===== src/rtl/modem_ctl_status.sv =====
module modem_ctl_status (
  input  logic       clk,
  input  logic       rst_n,
  input  logic       wr_en,
  input  logic       rd_en,
  input  logic       addr,
  input  logic [7:0] wdata,
  output logic [7:0] rdata,
  input  logic       cts_in,
  input  logic       dsr_in,
  input  logic       ri_in,
  input  logic       dcd_in,
  input  logic       irq_en,
  output logic       dtr_out,
  output logic       rts_out,
  output logic       out1_out,
  output logic       out2_out,
  output logic       irq
);

  localparam logic [3:0] LINE_RST = 4'b1011;
  localparam logic [7:0] CTRL_RST = 8'h08;
  localparam logic [7:0] CTRL_MASK = 8'h1F;

  logic [3:0] sync_a, sync_b, delta;
  logic [7:0] ctrl;

  wire [3:0] pin_now   = {dcd_in, ri_in, dsr_in, cts_in};
  wire       loop_on   = ctrl[4];
  wire       status_rd = rd_en && addr && !loop_on;

  wire [3:0] edge_hit = {sync_a[3] ^ sync_b[3],
                         sync_b[2] & ~sync_a[2],
                         sync_a[1] ^ sync_b[1],
                         sync_a[0] ^ sync_b[0]};

  wire [3:0] loop_lines = {ctrl[3], ctrl[2], ctrl[0], ctrl[1]};

  always_ff @(posedge clk or negedge rst_n) begin
    if (!rst_n) begin
      sync_a <= LINE_RST;
      sync_b <= LINE_RST;
      delta  <= '0;
      ctrl   <= CTRL_RST;
    end else begin
      sync_a <= pin_now;
      sync_b <= sync_a;
      delta  <= (status_rd ? 4'b0 : delta) | edge_hit;
      if (wr_en && !addr) ctrl <= wdata & CTRL_MASK;
    end
  end

  assign rdata    = !addr   ? ctrl :
                    loop_on ? {loop_lines, 4'b0} : {sync_b, delta};
  assign dtr_out  = ctrl[0];
  assign rts_out  = ctrl[1];
  assign out1_out = ctrl[2];
  assign out2_out = ctrl[3];
  assign irq      = irq_en && (delta != 4'b0);

endmodule



===== config.mk =====
export PLATFORM = sky130hd
export DESIGN_NAME = modem_ctl_status
export DESIGN_NICKNAME = d
export VERILOG_FILES = /design/src/rtl/modem_ctl_status.sv
export SDC_FILE = /design/constraint.sdc
export NUM_CORES = 1
export LEC_CHECK = 0
export ABC_AREA = 1
export BUFFER_PORTS_ARGS = -buffer_cell sky130_fd_sc_hd__buf_4
export CORE_MARGIN = 4
export CORE_UTILIZATION = 45
export DETAILED_ROUTE_END_ITERATION = 8
export PLACE_DENSITY = 0.75
export RECOVER_POWER = 25
export SLEW_MARGIN = 0
export SYNTH_ARGS = -nofsm -noshare
export SYNTH_HDL_FRONTEND = slang
export SYNTH_SLANG_ARGS = --single-unit
export TNS_END_PERCENT = 5

===== constraint.sdc =====
create_clock -name clk -period 1.1 [get_ports clk]
set_input_delay 0.055 -clock clk [delete_from_list [all_inputs] [get_ports clk]]
set_output_delay 0.055 -clock clk [all_outputs]
set_load 0.005 [all_outputs]

# Word level (Yosys, flattened, before mapping)
# Index checks and enable logic that the tools add are counted.
classes:
  n_reduce_logical: 7
  muxes: 3
  bitwise: 6
op_table:
  columns: ["cell", "count"]
  rows:
  - ["8-bit two-way mux", 2]
  - ["1-bit logical AND", 4]
  - ["4-bit two-way mux", 1]
  - ["4-bit OR", 1]
  - ["4-bit nonzero test", 1]
  - ["1-bit XOR", 3]
  - ["1-bit logical NOT", 2]
  - ["1-bit AND", 1]
  - ["1-bit inverter", 1]
word_totals:
  ff_bits: 17
  out_inout_bits: 13
  word_cells: 20
  in_bits: 18

# Longest topological paths before layout
logic_depth:
  ltp_word: 4
  depth_mapped: 5

# Least setup slack after synthesis
# OpenSTA, ideal clock, no wires.
synth_path:
  path_type: "reg-to-reg"
  start: "register ctrl[4]"
  end: "register delta[1]"
  arrival_ps: 714
  path_stages_with_launch: 5
  slack_ps: 270
  n_path_buf: 0
  path_cell_list: "dfrtp_1 inv_2 nand3_2 nand2_1 nand2_1"
synth_between:
  elab_chain_cells: 4
synth_rtl:
  columns: ["element", "line_no", "rtl"]
  rows:
  - ["start, declared", "26", "logic [7:0] ctrl;"]
  - ["start signal, assigned", "49", "if (wr_en && !addr) ctrl <= wdata & CTRL_MASK;"]
  - ["1-bit logical NOT", "30", "wire status_rd = rd_en && addr && !loop_on;"]
  - ["1-bit logical AND", "30", null]
  - ["4-bit two-way mux", "48", "delta <= (status_rd ? 4'b0 : delta) | edge_hit;"]
  - ["4-bit OR", "48", null]
  - ["end signal, assigned", "48", null]
  - ["end, declared", "25", "logic [3:0] sync_a, sync_b, delta;"]
# Every way passes these cells.
# A chain may end at the register's enable or synchronous reset.

# Worst setup path after layout
layout_path:
  start: "register ctrl[4]"
  end: "output port rdata[3]"
layout_between:
  elab_chain_cells: 2
layout_rtl:
  columns: ["element", "line_no", "rtl"]
  rows:
  - ["8-bit two-way mux", "54", "loop_on ? {loop_lines, 4'b0} : {sync_b, delta};"]
  - ["8-bit two-way mux", "53", "assign rdata = !addr ? ctrl :"]
  - ["end, declared", "8", "output logic [7:0] rdata,"]
# Every way passes these cells.

==> run_results.csv <==
group,metric,value,unit
status,status,"finished, violations left",
status,violations,"setup timing",
timing,slew_headroom,73.13,%
pwr,combPwrFrac,23.5,%
logic_synthesis,yosysWarnings,0,
setup_path,worstSetupEndpointType,"output port",
cells_and_area,fin_nets,148,
cells_and_area,drive_gt1_share,37.98,%
clock_network,ctsRootBufferMaster,"clkbuf_4",
logic_synthesis,synthesis.area,760.7,sq um
cells_and_area,insertedDiodeCount,0,
logic_synthesis,synth_cells,90,
setup_path,required,1040,ps
drt,vias_per_cell,4.938,
setup_path,slowest_stage,"dfrtp_2",
pwr,swShare,27.68,%
timing,worst_pin_slew,403.0,ps
drt,vias,716,
pwr,power_density,1265,nW/um^2
timing,finalHoldViolCount,0,
timing,whs,2.345,ps
hold_path,worstHoldPathType,"in -> reg",
clock_network,path_clk_slew,90,ps
timing,rsz0062_at_grt,"yes",
clock_network,cts-htree-levels,1,
die,die_h,49.12,um
drt,routedWlPerCell,11.79,um
grt,grt_pass1_vias,701,
drt,drt-total-wl,1709,um
drt,drc,0,
drt,drt_iter0_markers,12,
placed_design,io_buffers,27,
cells_and_area,nFillCells,127,
timing,clock_skew,3.193,ps
clock_network,insertion_delay,280,ps
logic_synthesis,ys_types,14,
setup_path,critPathMaxFanout,7,
die,core,1559,sq um
clock_network,cts_buffers,3,
grt,antenna_found_initial,0,
timing,fin_crit,1242,ps
placed_design,place_ws,159.9,ps
placed_design,gp_congestion,0.7302,
pwr,pwr-share-clk,23.0,%
cells_and_area,area_growth,44.08,%
pwr,intPower,1.003,mW
timing,fmax,805.1,MHz
drt,postRouteAntennaNets,0,
grt,grt.overflow.total,0,
setup_path,start_kind,"flip-flop",
grt,grt_usage,16.02,%
placed_design,dp.cells,131,
die,rows,14,
cells_and_area,layout_common_cells,"nand2_1 (39), buf_4 (28), nand3_1 (9), dfrtp_1 (9)",
pwr,p_sw,0.3838,mW
pwr,peakVddDrop,1.155,mV
logic_synthesis,seq_area_frac_synth,57.07,%
cells_and_area,layout.cells.non_filler,145,
setup_path,critPathMaxStageDelay,470,ps
logic_synthesis,ys_seq_elements,17,
timing,setup_slack,-142.1,ps
placed_design,hpwl,1250,um
grt,grt_max_degree,18,
die,die_area,2412,sq um
clock_network,cts.sink_count,17,
die,die_w,49.12,um
timing,drv_slew,0,
die,initial_core_util,48.80,%
die,ios,31,
run,cap_violations,0,
pwr,power,1.387,mW
clock_network,cts_tree,"yes",
cells_and_area,mostFrequentLayoutCell,"nand2_1",
grt,grt_pass1_wl,3029,um
cells_and_area,finalCoreUtilization,70.30,%
logic_synthesis,syn_avg_cell_area,8.453,sq um
setup_path,arrival,1190,ps
pwr,pwr-share-seq,53.6,%
timing,fin_crit_sh,112.9,%
pwr,p_leak,0.5869,nW
setup_path,critical_path_class,"reg -> out",
drt,firstDrtPassIters,4,
clock_network,ctsLongestPathBuffers,2,
setup_path,crit_chain,"clkinvlp_4, nand3_1, nand2_1, buf_4",
logic_synthesis,syn-num-nets,108,
timing,setup_viol,12,
==> sequential cells by signal (all words and copies together), names as in the netlist <==
register  count
sync_b        4
sync_a        4
delta         4
ctrl          5
==> worst max-delay path: cells and delay by family (launching register included) <==
kind                   cells  cell delay [ps]
buffers and inverters      2              290
DFF                        1              470
and+or+nand+nor            2              150
==> area by class of cell <==
cell class | count | area (sq um) | area share [%]
inverters | 9 | 38.79 | 3.539
clock inverters | 1 | 5.005 | 0.4566
repair buffers | 36 | 285.3 | 26.03
repair inverters | 1 | 7.507 | 0.6849
flip-flops and latches | 17 | 435.4 | 39.73
well taps | 16 | 20.02 | 1.826
clock buffers | 3 | 22.52 | 2.055
multi-input cells | 62 | 281.5 | 25.68
==> power by group through the flow <==
stage                     Clock, mW  Sequential [mW]  Combinational [mW]
after floorplan                   0            0.738               0.128
after global placement            0            0.745               0.274
after detailed placement          0            0.746               0.282
after CTS                     0.332            0.740               0.311
after global routing          0.364            0.751               0.366
final                         0.318            0.743               0.326
==> kinds of logic after synthesis <==
group                  share of synthesized area [%]
AOI/OAI and AO/OA                              4.112
buffers and inverters                          8.224
DFF                                            57.07
and+or+nand+nor                                30.59
==> cell usage after synthesis (all sizes together) <==
cell    number  share of area [%]
a21boi       1               0.99
a21oi        1                1.2
buf          2                3.5
dfrtp       10                 33
dfstp        7                 24
inv          9                4.8
nand2       40                 20
nand3       11                7.9
nor2         6                3.0
o21ai        3                2.0
==> through the flow <==
step | cell area [sq um] | setup TNS, ps
floorplan | 760.7 | 0
global placement | 957.2 | 0
detailed placement | 957.2 | 0
CTS | 1071 | -784.1
global route | 1096 | -1694
finish | 1096 | -1014
==> metal layers <==
metal / vias up / GRT usage, % / share of wire (%)
li1: 355 / - / -
met1: 340 / 18.27 / 38
met2: 19 / 29.02 / 56
met3: 2 / 5.199 / 5.1
met4: 0 / 2.844 / 0.82
met5: - / 0 / 0
==> final timing paths <==
kind | start | to | slack [ps] | depth (start not counted)
setup / recovery | ctrl[4]$_DFFE_PN0P_ | rdata[3] | -140 | 4
hold reg to reg | sync_a[1]$_DFF_PN1_ | sync_b[1]$_DFF_PN1_ | 380 | 0
max in group asynchronous | rst_n | ctrl[3]$_DFFE_PN1P_ | 570 | 2
min in group asynchronous | rst_n | delta[1]$_DFF_PN0_ | 210 | 2
setup reg to reg | ctrl[4]$_DFFE_PN0P_ | delta[1]$_DFF_PN0_ | -40 | 6
hold / removal | wdata[1] | ctrl[1]$_DFFE_PN0P_ | 2 | 3
==> what timing repair did <==
item	CTS	global route
pin swaps	0	3
endpoints found under the hold margin	23	0
setup endpoints to repair	8	9
hold buffers	7	0
resized for setup	2	6
setup buffers	1	1
gates cloned	1	0
(Power assumes the default switching activity.)
